### src/rtl/stack_ctrl_pkg.sv
package stack_ctrl_pkg;
  typedef enum logic [2:0] {
    ST_IDLE = 3'b000,
    ST_WR   = 3'b001,
    ST_DLY1 = 3'b100,
    ST_DLY2 = 3'b101,
    ST_CAP  = 3'b110,
    ST_REL  = 3'b111
  } stk_state_e;

  typedef enum logic [1:0] {
    CMD_NONE,
    CMD_LOAD,
    CMD_PUSH,
    CMD_POP
  } stk_cmd_e;
endpackage

### src/rtl/stack_ram.sv
module stack_ram #(
  parameter int DW = 4,
  parameter int AW = 4
) (
  input  logic          clk,
  input  logic [AW-1:0] addr,
  input  logic          we,
  input  logic [DW-1:0] wdata,
  output logic [DW-1:0] rdata
);
  localparam int DEPTH = 1 << AW;

  logic [DW-1:0] mem [DEPTH];
  logic [AW-1:0] addr_q;

  // address and write inputs are registered; the read shows the registered address
  always_ff @(posedge clk) begin
    if (we) mem[addr] <= wdata;
    addr_q <= addr;
  end

  assign rdata = mem[addr_q];
endmodule

### src/rtl/stack_cmd_dec.sv
module stack_cmd_dec
  import stack_ctrl_pkg::*;
(
  input  logic     ld_n,
  input  logic     push_n,
  input  logic     pop_n,
  output stk_cmd_e cmd,
  output logic     all_up
);
  // fixed priority: load, then push, then pop
  always_comb begin
    if (!ld_n)        cmd = CMD_LOAD;
    else if (!push_n) cmd = CMD_PUSH;
    else if (!pop_n)  cmd = CMD_POP;
    else              cmd = CMD_NONE;
  end

  assign all_up = ld_n & push_n & pop_n;
endmodule

### src/rtl/stack_fsm.sv
module stack_fsm
  import stack_ctrl_pkg::*;
#(
  parameter int DW = 4,
  parameter int AW = 4
) (
  input  logic          clk,
  input  logic          rst_n,
  input  stk_cmd_e      cmd,
  input  logic          all_up,
  input  logic [DW-1:0] sw_val,
  input  logic [DW-1:0] ram_rd,
  output logic [DW-1:0] ram_wd,
  output logic          ram_we,
  output logic [AW-1:0] sp,
  output logic [DW-1:0] mbr,
  output stk_state_e    state
);
  localparam logic [AW-1:0] SP_ZERO = '0;
  localparam logic [AW-1:0] SP_ONE  = {{(AW-1){1'b0}}, 1'b1};

  always_ff @(posedge clk or negedge rst_n) begin
    if (!rst_n) begin
      state  <= ST_IDLE;
      sp     <= SP_ZERO;
      mbr    <= '0;
      ram_wd <= '0;
      ram_we <= 1'b0;
    end else begin
      case (state)
        ST_IDLE: begin
          case (cmd)
            CMD_LOAD: begin
              mbr   <= sw_val;
              state <= ST_REL;
            end
            CMD_PUSH: begin
              ram_wd <= mbr;
              ram_we <= 1'b1;
              state  <= ST_WR;
            end
            CMD_POP: begin
              if (sp != SP_ZERO) begin
                sp    <= sp - SP_ONE;
                state <= ST_DLY1;
              end
            end
            default: state <= ST_IDLE;
          endcase
        end
        ST_WR: begin
          ram_we <= 1'b0;
          sp     <= sp + SP_ONE;
          state  <= ST_REL;
        end
        ST_DLY1: state <= ST_DLY2;
        ST_DLY2: state <= ST_CAP;
        ST_CAP: begin
          mbr   <= ram_rd;
          state <= ST_REL;
        end
        ST_REL: begin
          if (all_up) state <= ST_IDLE;
        end
        default: state <= ST_IDLE;
      endcase
    end
  end
endmodule

### src/rtl/stack_ctrl.sv
module stack_ctrl
  import stack_ctrl_pkg::*;
#(
  parameter int DW = 4,
  parameter int AW = 4
) (
  input  logic          clk,
  input  logic          rst_n,
  input  logic [DW-1:0] sw_val,
  input  logic          ld_n,
  input  logic          push_n,
  input  logic          pop_n,
  output logic [DW-1:0] buf_q,
  output logic [AW-1:0] sp_q,
  output logic [2:0]    st_code
);
  stk_cmd_e      cmd;
  logic          all_up;
  logic [DW-1:0] ram_wd;
  logic [DW-1:0] ram_rd;
  logic          ram_we;
  logic [AW-1:0] sp;
  logic [DW-1:0] mbr;
  stk_state_e    state;

  stack_cmd_dec u_dec (
    .ld_n   (ld_n),
    .push_n (push_n),
    .pop_n  (pop_n),
    .cmd    (cmd),
    .all_up (all_up)
  );

  stack_fsm #(.DW(DW), .AW(AW)) u_fsm (
    .clk    (clk),
    .rst_n  (rst_n),
    .cmd    (cmd),
    .all_up (all_up),
    .sw_val (sw_val),
    .ram_rd (ram_rd),
    .ram_wd (ram_wd),
    .ram_we (ram_we),
    .sp     (sp),
    .mbr    (mbr),
    .state  (state)
  );

  stack_ram #(.DW(DW), .AW(AW)) u_ram (
    .clk   (clk),
    .addr  (sp),
    .we    (ram_we),
    .wdata (ram_wd),
    .rdata (ram_rd)
  );

  assign buf_q   = mbr;
  assign sp_q    = sp;
  assign st_code = state;
endmodule

### config.mk
export PLATFORM = sky130hd
export DESIGN_NAME = stack_ctrl
export DESIGN_NICKNAME = d
export VERILOG_FILES = /design/src/rtl/stack_ctrl_pkg.sv /design/src/rtl/stack_ram.sv /design/src/rtl/stack_cmd_dec.sv /design/src/rtl/stack_fsm.sv /design/src/rtl/stack_ctrl.sv
export SDC_FILE = /design/constraint.sdc
export NUM_CORES = 1
export LEC_CHECK = 0
export CAP_MARGIN = 20
export CORE_MARGIN = 5
export CORE_UTILIZATION = 60
export DETAILED_ROUTE_END_ITERATION = 8
export DONT_BUFFER_PORTS = 1
export GPL_TIMING_DRIVEN = 0
export PLACE_DENSITY = 0.76
export SLEW_MARGIN = 0
export SYNTH_ARGS = -nofsm -noshare
export SYNTH_HDL_FRONTEND = slang
export SYNTH_HIERARCHICAL = 1
export SYNTH_SLANG_ARGS = --single-unit
### constraint.sdc
create_clock -name clk -period 2.75 [get_ports clk]
set_clock_uncertainty 0.15 [all_clocks]
set_input_delay 0.275 -clock clk [delete_from_list [all_inputs] [get_ports clk]]
set_output_delay 0.275 -clock clk [all_outputs]
set_load 0.03 [all_outputs]
# Word level (Yosys, flattened, before mapping)
# Memories as Yosys holds them, arrays and structs flattened. A register that Yosys moved wholly into a read port is not among the register bits.
# Cells that the tools add are included.
word_totals:
  register_bits: 16
  mem_bits_rw: 64
  memories: 1
  out_inout_bits: 11
  inputBits: 9
classes:
  eq_ne: 14
  n_reduce_logical: 10
  n_bitwise: 2
  mux: 16
  add_sub_neg: 2
mem_list:
  columns: ["memory", "depth", "width", "rd", "rd_clocked_by_memory_dff", "wr", "line", "rtl"]
  rows:
  - ["u_ram.mem", 16, 4, 1, 1, 1, "stack_ram.sv:13", "logic [DW-1:0] mem [DEPTH];"]
op_table:
  columns: ["op", "n"]
  rows:
  - ["4-bit case mux with 2 select lines", 2]
  - ["3-bit case mux with 5 select lines", 1]
  - ["3-bit == test (second input constant)", 4]
  - ["4-bit 2-to-1 mux", 3]
  - ["3-bit case mux with 3 select lines", 1]
  - ["2-bit != test (second input constant)", 4]
  - ["2-bit AND reduction", 4]
  - ["2-bit 2-to-1 mux", 3]
  - ["3-bit 2-to-1 mux", 2]
  - ["4-bit by 1-bit adder with 4-bit output (second input constant)", 1]
  - ["2-bit == test (second input constant)", 2]
  - ["2-bit nonzero test", 2]
  - ["4-bit nonzero test", 1]
  - ["4-bit by 1-bit subtractor with 4-bit output (second input constant)", 1]
  - ["3-bit by 1-bit == test with 1-bit output (second input constant)", 1]
  - ["3-bit logical NOT", 1]
  - ["1-bit 2-to-1 mux", 3]
  - ["3-bit by 2-bit != test with 1-bit output (second input constant)", 1]
  - ["3-bit AND reduction", 1]
  - ["1-bit bitwise AND", 2]
  - ["2-bit by 1-bit == test with 1-bit output (second input constant)", 1]
  - ["2-bit by 1-bit != test with 1-bit output (second input constant)", 1]
  - ["1-bit case mux with 2 select lines", 1]
  - ["2-bit OR reduction", 1]

# Logic depth before layout (Yosys ltp)
depth:
  ltp_word: 6
  depth_mapped: 7

# Cells and area by module
# Netlist, hierarchy kept.
modules_own_cells:
  columns: ["mod", "n_inst", "area_per_inst_um2", "cells_per_inst"]
  rows:
  - ["stack_ram", 1, 2666.3, 130]
  - ["stack_fsm", 1, 968.4, 87]
  - ["stack_cmd_dec", 1, 23.8, 4]

# Worst setup path before layout
# Ideal clock, no wire load.
synth_timing:
  kind: "register to register"
  start: "reg u_fsm.state[2]"
  end: "reg u_fsm.sp[3]"
  setup_ps: 126
  required_time_ps: 2474
  arrival_ps: 2164
  stages_incl_launch_ff: 8
  setup_slack_ps: 309
  period_less_slack_ps: 2441
  path_cell_list: "dfrtp_1 buf_2 nor3b_2 inv_1 ha_1 o21a_1 o32a_1 a221o_1"
synth_between:
  elab_chain_cells: 3
synth_rtl:
  columns: ["item", "line", "rtl"]
  rows:
  - ["start: declaration", "stack_fsm.sv:17", "output stk_state_e state"]
  - ["start signal: assignment", "stack_fsm.sv:24", "state <= ST_IDLE;"]
  - ["start signal: assignment", "stack_fsm.sv:35", "state <= ST_REL;"]
  - ["start signal: assignment", "stack_fsm.sv:40", "state <= ST_WR;"]
  - ["3-bit logical NOT / 3-bit by 1-bit == test with 1-bit output (equally long branches)", "stack_fsm.sv:30", "case (state)"]
  - ["2-bit by 1-bit != test with 1-bit output (no line), or another cell as far along", null, null]
  - ["3-bit AND reduction (no line)", null, null]
  - ["end signal: assignment", "stack_fsm.sv:44", "sp <= sp - SP_ONE;"]
  - ["end signal: assignment", "stack_fsm.sv:53", "sp <= sp + SP_ONE;"]
  - ["end: declaration", "stack_fsm.sv:15", "output logic [AW-1:0] sp,"]
# Several ways; a longest one is shown, not always the timed one.
# A chain may end at the register's enable or synchronous reset.

# Final worst setup path
# Same ends and word-level chain as after synthesis.

==> results.sh <==
export IMPL_r2r_slack_ns=0.16
export IMPL_synth_warning_count=6
export IMPL_hpwl_um=4230
export IMPL_r2r_worst_path_cells=7
export IMPL_hold_depth=2
export IMPL_synth_area_mm2=0.00366
export IMPL_peakVddDrop_mv=0.811
export IMPL_cts_root_buf="clkbuf_8"
export IMPL_antenna_found_initial=0
export IMPL_synth_area_mux_share=0.156
export IMPL_numClockSinks=84
export IMPL_status="complete, no violations"
export IMPL_initial_utilization=0.618
export IMPL_use_met1=0.231
export IMPL_synthTopCellsByArea="edfxtp_1, dfrtp_1, mux4_1"
export IMPL_fillCellCount=394
export IMPL_met2_usage=0.299
export IMPL_fin_crit_ns=2.59
export IMPL_slew_limit_headroom=0.485
export IMPL_cts_tree="built"
export IMPL_hold_ws_ns=0.0530
export IMPL_yosys_area_share_simple=0.0889
export IMPL_syn_nets=236
export IMPL_slew_viol_final=0
export IMPL_drtIter0Drc=162
export IMPL_cts_buffers=9
export IMPL_critical_path_startpoint="u_fsm/state[2]"
export IMPL_p_per_area_mw_per_mm2=1100
export IMPL_drive_gt1_frac=0.181
export IMPL_avgSynthCellArea_um2=16.6
export IMPL_holdPathEnd="u_fsm/mbr[2]"
export IMPL_cts_buffer_depth=2
export IMPL_synth_top_family_by_area="multiplexers"
export IMPL_p_leak_nw=1.45
export IMPL_worstSetupPathType="reg -> reg"
export IMPL_vias_per_cell=6.29
export IMPL_final_common_cell="edfxtp_1"
export IMPL_insertion_delay_ns=0.35
export IMPL_worstMarginPinSlew_ns=0.772
export IMPL_wire_per_inst_um=19.9
export IMPL_die_w_um=88.1
export IMPL_portBuffers=0
export IMPL_fin_nets=248
export IMPL_antenna_cells=0
export IMPL_die_area_mm2=0.00776
export IMPL_setup_viol=0
export IMPL_rows=28
export IMPL_post_cts_buffers=0
export IMPL_layout_common_cells="edfxtp_1, nor2_1, dfrtp_1"
export IMPL_final_util=0.681
export IMPL_ant_nets=0
export IMPL_hold_start="sw_val[2]"
export IMPL_synthAdderAreaFrac=0.0205
export IMPL_start_kind="register"
export IMPL_rsz0062_at_grt="false"
export IMPL_synth_cells=221
export IMPL_grt_max_degree=18
export IMPL_grt_pass1_vias=1998
export IMPL_die_height_um=88.1
export IMPL_hp_class="in -> reg"
export IMPL_worst_setup_path_end_kind="register"
export IMPL_gpl_final_weighted_congestion=0.748
export IMPL_setup_tns_ns=0
export IMPL_crit_required_ns=2.83
export IMPL_drcViolationCount=0
export IMPL_ios=20
export IMPL_syn_to_final_growth_pct=10.2
export IMPL_synthXorXnorAreaFrac=0.00479
export IMPL_hold_viol_final=0
export IMPL_fin_crit_sh=0.941
export IMPL_use_met3=0.0386
export IMPL_reg2reg_from="u_fsm/state[2]"
export IMPL_grt_util_all_layers=0.183
export IMPL_grt_pass1_wl_um=10200
export IMPL_worstPathArrival_ns=2.67
export IMPL_wl_um=6230
export IMPL_yosys_cell_types_count=46
export IMPL_htreeDepth=3
export IMPL_synth_seq_cells=84
export IMPL_synth_edff_count=64
export IMPL_firstDrtPassIters=4
export IMPL_core_area_mm2=0.00592
export IMPL_netlist_area_leader_share=0.525
export IMPL_max_freq_ghz=0.386
export IMPL_finalPower_mw=4.43
export IMPL_busiest_layer="met2"
export IMPL_drv_cap=0
export IMPL_synth_compound_area_frac=0.0475
export IMPL_crit_fanout=10
export IMPL_reg2reg_to="u_fsm/sp[3]"
export IMPL_yosysTopAreaCell="edfxtp_1"
export IMPL_ys_seq_area_frac=0.657
export IMPL_num_vias=1968
export IMPL_clk_pin_slew_worst_paths_ns=0.08
export IMPL_async_reset_ff_frac=0.190
export IMPL_synth_ff_type="edfxtp_1"
export IMPL_grt_overflow=0
==> worst max-delay path: stages, from the launching register on <==
cell,delay (ns)
dfrtp_1,0.52
buf_2,0.26
nor3b_4,0.28
inv_1,0.16
ha_1,0.36
o21a_1,0.14
o32a_1,0.33
a221o_1,0.29
==> kinds of logic after synthesis <==
family,Yosys count
compound gates,23
xor+xnor,2
fa+ha+maj,6
buf+inv,16
flops,84
mux,30
simple gates,60
==> how the worst max path moves through the flow <==
stage                  end  slack (ns)
3_3_place_gp   u_fsm/sp[3]        0.13
5_1_grt        u_fsm/sp[3]        0.06
6_report       u_fsm/sp[3]        0.16
4_1_cts        u_fsm/sp[3]         0.1
3_5_place_dp   u_fsm/sp[3]        0.12
2_1_floorplan  u_fsm/sp[3]        0.31
==> layout make-up <==
type / count / area [um2] / share of cell area
multi-input cells: 121 / 1170 / 0.289
clock buffers: 10 / 128 / 0.0316
inverters: 8 / 30.0 / 0.00745
well taps: 75 / 93.8 / 0.0233
flip-flops and latches: 84 / 2400 / 0.596
plain buffers: 8 / 65.1 / 0.0161
repair buffers: 1 / 10.0 / 0.00248
clock inverters: 6 / 136 / 0.0338
==> stage by stage <==
| step | worst slack [ns] | instances | area [um2] |
|---|---|---|---|
| detailed placement | 0.119 | 296 | 3750 |
| floorplan | 0.309 | 221 | 3660 |
| global route | 0.0638 | 313 | 4030 |
| finish | 0.162 | 313 | 4030 |
| global placement | 0.131 | 296 | 3750 |
| CTS | 0.0995 | 313 | 4030 |
==> layer usage <==
layer,routed length (um),vias to the layer above
met5,0,-
met3,329,12
met2,3130,72
met4,181,0
li1,-,901
met1,2590,983
==> what timing repair did <==
| item | CTS | global route |
|---|---|---|
| setup endpoints to repair | 0 | 1 |
| hold endpoints to repair | 16 | 0 |
| resized for setup | 0 | 1 |
| hold buffers | 1 | 0 |
==> Yosys cell counts (3+ instances only) <==
cell / count
nand3_1: 9
a22oi_1: 4
ha_1: 6
mux2_2: 13
nand2_1: 9
o21ai_0: 3
edfxtp_1: 64
nor3_1: 8
nor2_1: 16
nand3b_1: 3
mux4_1: 14
dfrtp_1: 16
dfxtp_1: 4
inv_1: 8
nor2b_1: 4
buf_2: 3
==> report_power, final <==
part | switching [mW] | internal (mW) | leakage (nW)
clock | 0.422 | 0.697 | 0.127
sequential | 0.482 | 1.65 | 0.821
combinational | 0.587 | 0.588 | 0.498
==> flip-flops by register name, summed over array words and instances (netlist names), named ones only <==
register / count
u_ram/mem: 64
u_fsm/mbr: 4
u_fsm/ram_wd: 4
u_fsm/sp: 4
u_fsm/state: 3
u_fsm/ram_we: 1
Power figures use the tool's default switching activity.
